File: config.mk
export PLATFORM = sky130hd
export DESIGN_NAME = xsync_top
export DESIGN_NICKNAME = d
export VERILOG_FILES = /design/src/rtl/xsync_pkg.sv /design/src/rtl/xsync_wdec.sv /design/src/rtl/xsync_rmux.sv /design/src/rtl/xsync_top.sv
export SDC_FILE = /design/constraint.sdc
export NUM_CORES = 1
export LEC_CHECK = 0
export BUFFER_PORTS_ARGS = -buffer_cell sky130_fd_sc_hd__buf_4
export CORE_MARGIN = 3
export CORE_UTILIZATION = 30
export CTS_CLUSTER_DIAMETER = 60
export CTS_CLUSTER_SIZE = 20
export DETAILED_ROUTE_END_ITERATION = 12
export PLACE_DENSITY = 0.86
export SKIP_CTS_REPAIR_TIMING = 1
export SLEW_MARGIN = 15
export SYNTH_ARGS = -nofsm -noshare
export SYNTH_HDL_FRONTEND = slang
export SYNTH_SLANG_ARGS = --single-unit
File: constraint.sdc
create_clock -name clk -period 1.6 [get_ports clk]
set_input_delay 0.32 -clock clk [delete_from_list [all_inputs] [get_ports clk]]
set_output_delay 0.32 -clock clk [all_outputs]
set_load 0.01 [all_outputs]
File: src/rtl/xsync_pkg.sv
package xsync_pkg;
    localparam int REG_W   = 32;
    localparam int NIB_W   = 4;
    localparam int LANE_W  = 8;
    localparam int N_LANE  = REG_W / LANE_W;
    localparam int IN_LSB  = 0;
    localparam int OUT_LSB = 8;
    localparam int DB_BIT  = 13;
    localparam int EN_BIT  = 14;
    localparam int CTL_LANE = OUT_LSB / LANE_W;
    localparam int OUT_OFS = OUT_LSB - CTL_LANE * LANE_W;
    localparam int DB_OFS  = DB_BIT - CTL_LANE * LANE_W;
    localparam int EN_OFS  = EN_BIT - CTL_LANE * LANE_W;

    typedef struct packed {
        logic [NIB_W-1:0] nib;
        logic             en;
        logic             irq;
    } side_t;
endpackage

File: src/rtl/xsync_wdec.sv
module xsync_wdec
    import xsync_pkg::*;
(
    input  logic              wr,
    input  logic              lane_be,
    input  logic [LANE_W-1:0] lane,
    input  logic [NIB_W-1:0]  cur_nib,
    input  logic              cur_en,
    output logic [NIB_W-1:0]  nxt_nib,
    output logic              nxt_en,
    output logic              ring
);
    logic hit;

    always_comb begin
        hit     = wr && lane_be;
        nxt_nib = hit ? lane[OUT_OFS +: NIB_W] : cur_nib;
        nxt_en  = hit ? lane[EN_OFS] : cur_en;
        ring    = hit && lane[DB_OFS];
    end
endmodule

File: src/rtl/xsync_rmux.sv
module xsync_rmux
    import xsync_pkg::*;
(
    input  logic [NIB_W-1:0] own_nib,
    input  logic             own_en,
    input  logic [NIB_W-1:0] peer_nib,
    output logic [REG_W-1:0] rdata
);
    always_comb begin
        rdata = '0;
        rdata[IN_LSB  +: NIB_W] = peer_nib;
        rdata[OUT_LSB +: NIB_W] = own_nib;
        rdata[EN_BIT]           = own_en;
    end
endmodule

File: src/rtl/xsync_top.sv
module xsync_top
    import xsync_pkg::*;
(
    input  logic              clk,
    input  logic              rst_n,
    input  logic              wr_a,
    input  logic [REG_W-1:0]  wdata_a,
    input  logic [N_LANE-1:0] be_a,
    output logic [REG_W-1:0]  rdata_a,
    output logic              irq_a,
    input  logic              wr_b,
    input  logic [REG_W-1:0]  wdata_b,
    input  logic [N_LANE-1:0] be_b,
    output logic [REG_W-1:0]  rdata_b,
    output logic              irq_b
);
    localparam int NS = 2;

    side_t st_d [NS];
    side_t st_q [NS];

    logic [NS-1:0]             wr_v;
    logic [NS-1:0]             be_v;
    logic [LANE_W-1:0]         lane_v [NS];
    logic [NIB_W-1:0]          nib_n  [NS];
    logic [NS-1:0]             en_n;
    logic [NS-1:0]             ring_v;
    logic [REG_W-1:0]          rd_v   [NS];

    always_comb begin
        wr_v[0]   = wr_a;
        wr_v[1]   = wr_b;
        be_v[0]   = be_a[CTL_LANE];
        be_v[1]   = be_b[CTL_LANE];
        lane_v[0] = wdata_a[CTL_LANE*LANE_W +: LANE_W];
        lane_v[1] = wdata_b[CTL_LANE*LANE_W +: LANE_W];
    end

    for (genvar s = 0; s < NS; s++) begin : g_side
        xsync_wdec u_wdec (
            .wr      (wr_v[s]),
            .lane_be (be_v[s]),
            .lane    (lane_v[s]),
            .cur_nib (st_q[s].nib),
            .cur_en  (st_q[s].en),
            .nxt_nib (nib_n[s]),
            .nxt_en  (en_n[s]),
            .ring    (ring_v[s])
        );
        xsync_rmux u_rmux (
            .own_nib  (st_q[s].nib),
            .own_en   (st_q[s].en),
            .peer_nib (st_q[NS-1-s].nib),
            .rdata    (rd_v[s])
        );
    end

    // next-state: doorbell from the peer is gated by this side's current enable
    always_comb begin
        for (int s = 0; s < NS; s++) begin
            st_d[s].nib = nib_n[s];
            st_d[s].en  = en_n[s];
            st_d[s].irq = ring_v[NS-1-s] && st_q[s].en;
        end
    end

    always_ff @(posedge clk) begin
        for (int s = 0; s < NS; s++) begin
            if (!rst_n) st_q[s] <= '0;
            else        st_q[s] <= st_d[s];
        end
    end

    assign rdata_a = rd_v[0];
    assign rdata_b = rd_v[1];
    assign irq_a   = st_q[0].irq;
    assign irq_b   = st_q[1].irq;
endmodule

; ---- Yosys cells after proc, flatten, opt, wreduce, memory -nomap -nowiden
; Memory sizes are Yosys's and may differ from the RTL's.
; Index checks and enable logic that the tools add are counted.
; Widths: inputs -> output; s select.
[totals]
memories = 1
ram_bits = 12
regBits = 0
[op_classes]
n_reduce_logical = 6
n_bitwise = 2
mux = 8
[memory_table]
columns = name, depth, width, rd, rd_ports_with_merged_regs, write_ports, line_no
row1 = st_q, 2, 6, 2, 0, 2, xsync_top.sv:20  ; side_t st_q [NS];
[op_table]
columns = op, n
row1 = $mux 6, 2
row2 = $mux 4, 2
row3 = $logic_and 1x1->1, 6
row4 = $mux 1, 4
row5 = $or 1x1->1, 2

; ---- Longest topological paths before layout
[depth]
ltp_word = 4
mapped_depth = 3

; ---- Modules after synthesis
; A second synthesis with hierarchy kept.
[unflattened]
cells_unflattened = 105
hier_area_um2 = 964.7
[by_module_without_submodules]
columns = module, seq_area_each_um2, area_each_um2, cells_each, n_inst
row1 = xsync_rmux, 0.0, 244.0, 33, 2
row2 = xsync_top, 240.2, 336.6, 25, 1
row3 = xsync_wdec, 0.0, 70.1, 7, 2

; ---- Worst setup path after synthesis
; No wires, ideal clock.
[synth_path]
kind = flip-flop to output port
startpoint = memory st_q[0][2] (netlist bit)
endpoint = output rdata_b[0]
path_stages_with_launch = 2
path_buffers = 1
t_arrival_ns = 0.506
setup_slack_ns = 0.774
path_cell_list = dfxtp_1 > buf_4
[synth_lines]
columns = item, line_no
row1 = from (decl), xsync_top.sv:20
row2 = to (decl), xsync_top.sv:14  ; output logic [REG_W-1:0] rdata_b,

==> summary.txt <==
Die
  • Die height: 59.53 µm
  • Full die area: between 0.003 and 0.004 mm²
  • Die X: 59.53 µm
  • I/O pins: around 140
  • Core Area: 0.002590 mm²
  • Initial Utilization: 33.19%
  • Cell row count: 18

Clock network
  • Clk root buf: clkbuf_4
  • Clock Path Buffers: 2
  • Worst-path clk slew: about 0.07 ns
  • TritonCTS clock tree: done
  • Total CTS buffers: 3
  • CTS Sinks: 12
  • H-tree Lvls: 1
  • Clk_lat worst skew: ~0.27 ns

Hold path
  • Hold Path Class: in -> reg
  • Hold path depth: 3
  • WHS Endpoint: st_q[1][1]$_SDFFE_PN0P_
  • Hold Startpoint: wdata_b[14]

GRT
  • First-pass GRT wire length: ~1900 µm
  • GR Layer Usage met1: between 6 and 7%
  • Met2 Use GR: between 10% and 20%
  • Vias in the first global route: ~470
  • Grt total ovfl: 0
  • Initial antenna violation count: 0
  • Gr busiest metal: met2
  • Total GRT Usage: 7.435%
  • Met3 usage: between 1.5 and 2%
  • Largest net degree at the start of global routing: 23

Synth
  • Synth Area per Inst: slightly above 8 µm²
  • Netlist cell types: 9
  • FF+latch count, synth: 12
  • Post-Syn Area: 859.6 µm²
  • Synth Instances: about 110
  • Sequential area share after synthesis: roughly 28%
  • Total number of yosys warnings: 0

Place
  • Cells after DPL: about 160
  • DP HPWL: ~1200 µm
  • Final Wtd Congestion: around 0.69
  • Count of input and output buffers: 37
  • Area after DPL: roughly 910 µm²
  • Pre-CTS setup slack: about 0.67 ns

Layout
  • Area Overhead vs Synth: 8.879%
  • Commonest cells after routing, fill and taps aside: 46 x conb_1, 37 x buf_4, 12 x dfxtp_1
  • Layout Nets: 210
  • Non-Filler Instances: 162
  • Top flop regs: st_q (12)
  • Antenna fix cells: 0
  • Final Util: a little over a third
  • Fillers: around 280
  • Most flop-heavy register: st_q
  • Layout cells sized above 1: a little under a third
  • Max reg flops: 12
  • Most common cell after layout, fill and taps aside: conb_1
  • Final Instance Area: 935.9 µm²

Setup path
  • CP Class: reg -> out
  • Worst R2R Start: st_q[1][3]$_SDFFE_PN0P_
  • Cell family with most CP delay: flip-flops
  • Max incr delay on CP: between 0.3 and 0.4 ns
  • Setup crit end kind: output port
  • Worst-path cell chain: buf_4
  • Worst reg2reg path depth: 2
  • Crit Path Max Fanout: 3
  • FF-to-FF setup slack: 0.97 ns
  • R2r endpoint: st_q[1][3]$_SDFFE_PN0P_
  • Critical-path top delay cell: dfxtp_1
  • WP data arrival: 0.79 ns
  • Setup crit start kind: flop
  • Buf/Inv on CP: 1
  • CP required: 1.28 ns

Detailed routing
  • Iter 0 DRT Violations: 22
  • First drt pass iteration count: 3
  • Routed wire length: 1523 µm
  • DRC: 0
  • Via count: between 600 and 700
  • Routed Antenna Nets: 0
  • Wire length per cell: around 9.4 µm
  • Via density: 3.772

Timing
  • RSZ-0062 raised after global routing: no
  • Fmax: between 900 and 1000 MHz
  • Period utilization: between 60% and 70%
  • Crit path time final: roughly 1.1 ns
  • Worst Skew: ~0.00030 ns
  • Final setup vio count: 0
  • Number of slew-limit violations in the final report: 0
  • Setup WS post-layout: between 0.4 and 0.5 ns
  • Final Hold Vio Count: 0
  • Fin Setup TNS: 0 ns

Power
  • Power Dens Cells: 707.1 mW/mm²
  • Leak Pwr: a little under 0.5 nW
  • Max VDD drop: ~0.4 mV

Outcome
  • Outcome: finished, final reports clean

Job
  • Max Cap Violations: 0
## cells in the mapped netlist
library cell / count / area [µm²]
buf_4: 56 / 420.4
and2_4: 2 / 17.52
and4_1: 2 / 17.52
buf_2: 2 / 10.01
nand4_1: 10 / 62.56
conb_1: 1 / 3.750
nand2_1: 10 / 37.54
o21ai_0: 10 / 50.05
dfxtp_1: 12 / 240.2
## worst max path at each step
stage                             from               endpoint  slack, ns  cells past startpoint
6_report       st_q[0][5]$_SDFFE_PN0P_             rdata_b[3]       0.49                      1
5_1_grt        st_q[0][5]$_SDFFE_PN0P_             rdata_b[3]       0.45                      1
4_1_cts        st_q[0][5]$_SDFFE_PN0P_             rdata_b[3]       0.48                      1
3_5_place_dp                      wr_b  st_q[0][0]$_SDFF_PN0_       0.67                      3
3_3_place_gp                      wr_b  st_q[0][0]$_SDFF_PN0_       0.67                      3
2_1_floorplan  st_q[0][2]$_SDFFE_PN0P_             rdata_b[0]       0.77                      1
## per-layer routing
layer | routed length, µm | vias up
li1 | - | 299
met4 | 54 | 0
met1 | 500 | 257
met5 | 0 | -
met3 | 266 | 4
met2 | 702 | 51
## per-stage QoR
stage	hold WS (ns)	total power, mW
2_1_floorplan	0.4453	0.5056
3_3_place_gp	0.4618	0.4796
3_5_place_dp	0.4669	0.4812
4_1_cts	0.2697	0.6632
5_1_grt	0.2728	0.6970
6_report	0.2699	0.6618
## tightest hold or removal path, stage by stage
cell	delay, ns
buf_4	0.08
nand4_1	0.05
o21ai_0	0.06
## where the power goes
group          internal (mW)  leakage, nW  switching, mW
registers              0.311       0.0979        0.00909
logic                 0.0611        0.384         0.0955
clock network         0.0873       0.0138         0.0976
total                  0.460        0.496          0.202
## cell families after synthesis
| group | share of synthesized area (%) |
|---|---|
| AND/OR/NAND/NOR | 15.72 |
| flip-flops | 27.95 |
| other | 0.4363 |
| AO/OA/AOI/OAI | 5.823 |
| buffers and inverters | 50.07 |
## cell type report
class	count	area (µm²)	share of cell area (%)
Clock buffer	3	22.52	2.406
Multi-Input combinational cell	80	357.8	38.24
Sequential cell	12	240.2	25.67
Tap cell	30	37.54	4.011
Timing Repair Buffer	37	277.8	29.68
Power figures use the tool's default switching activity.
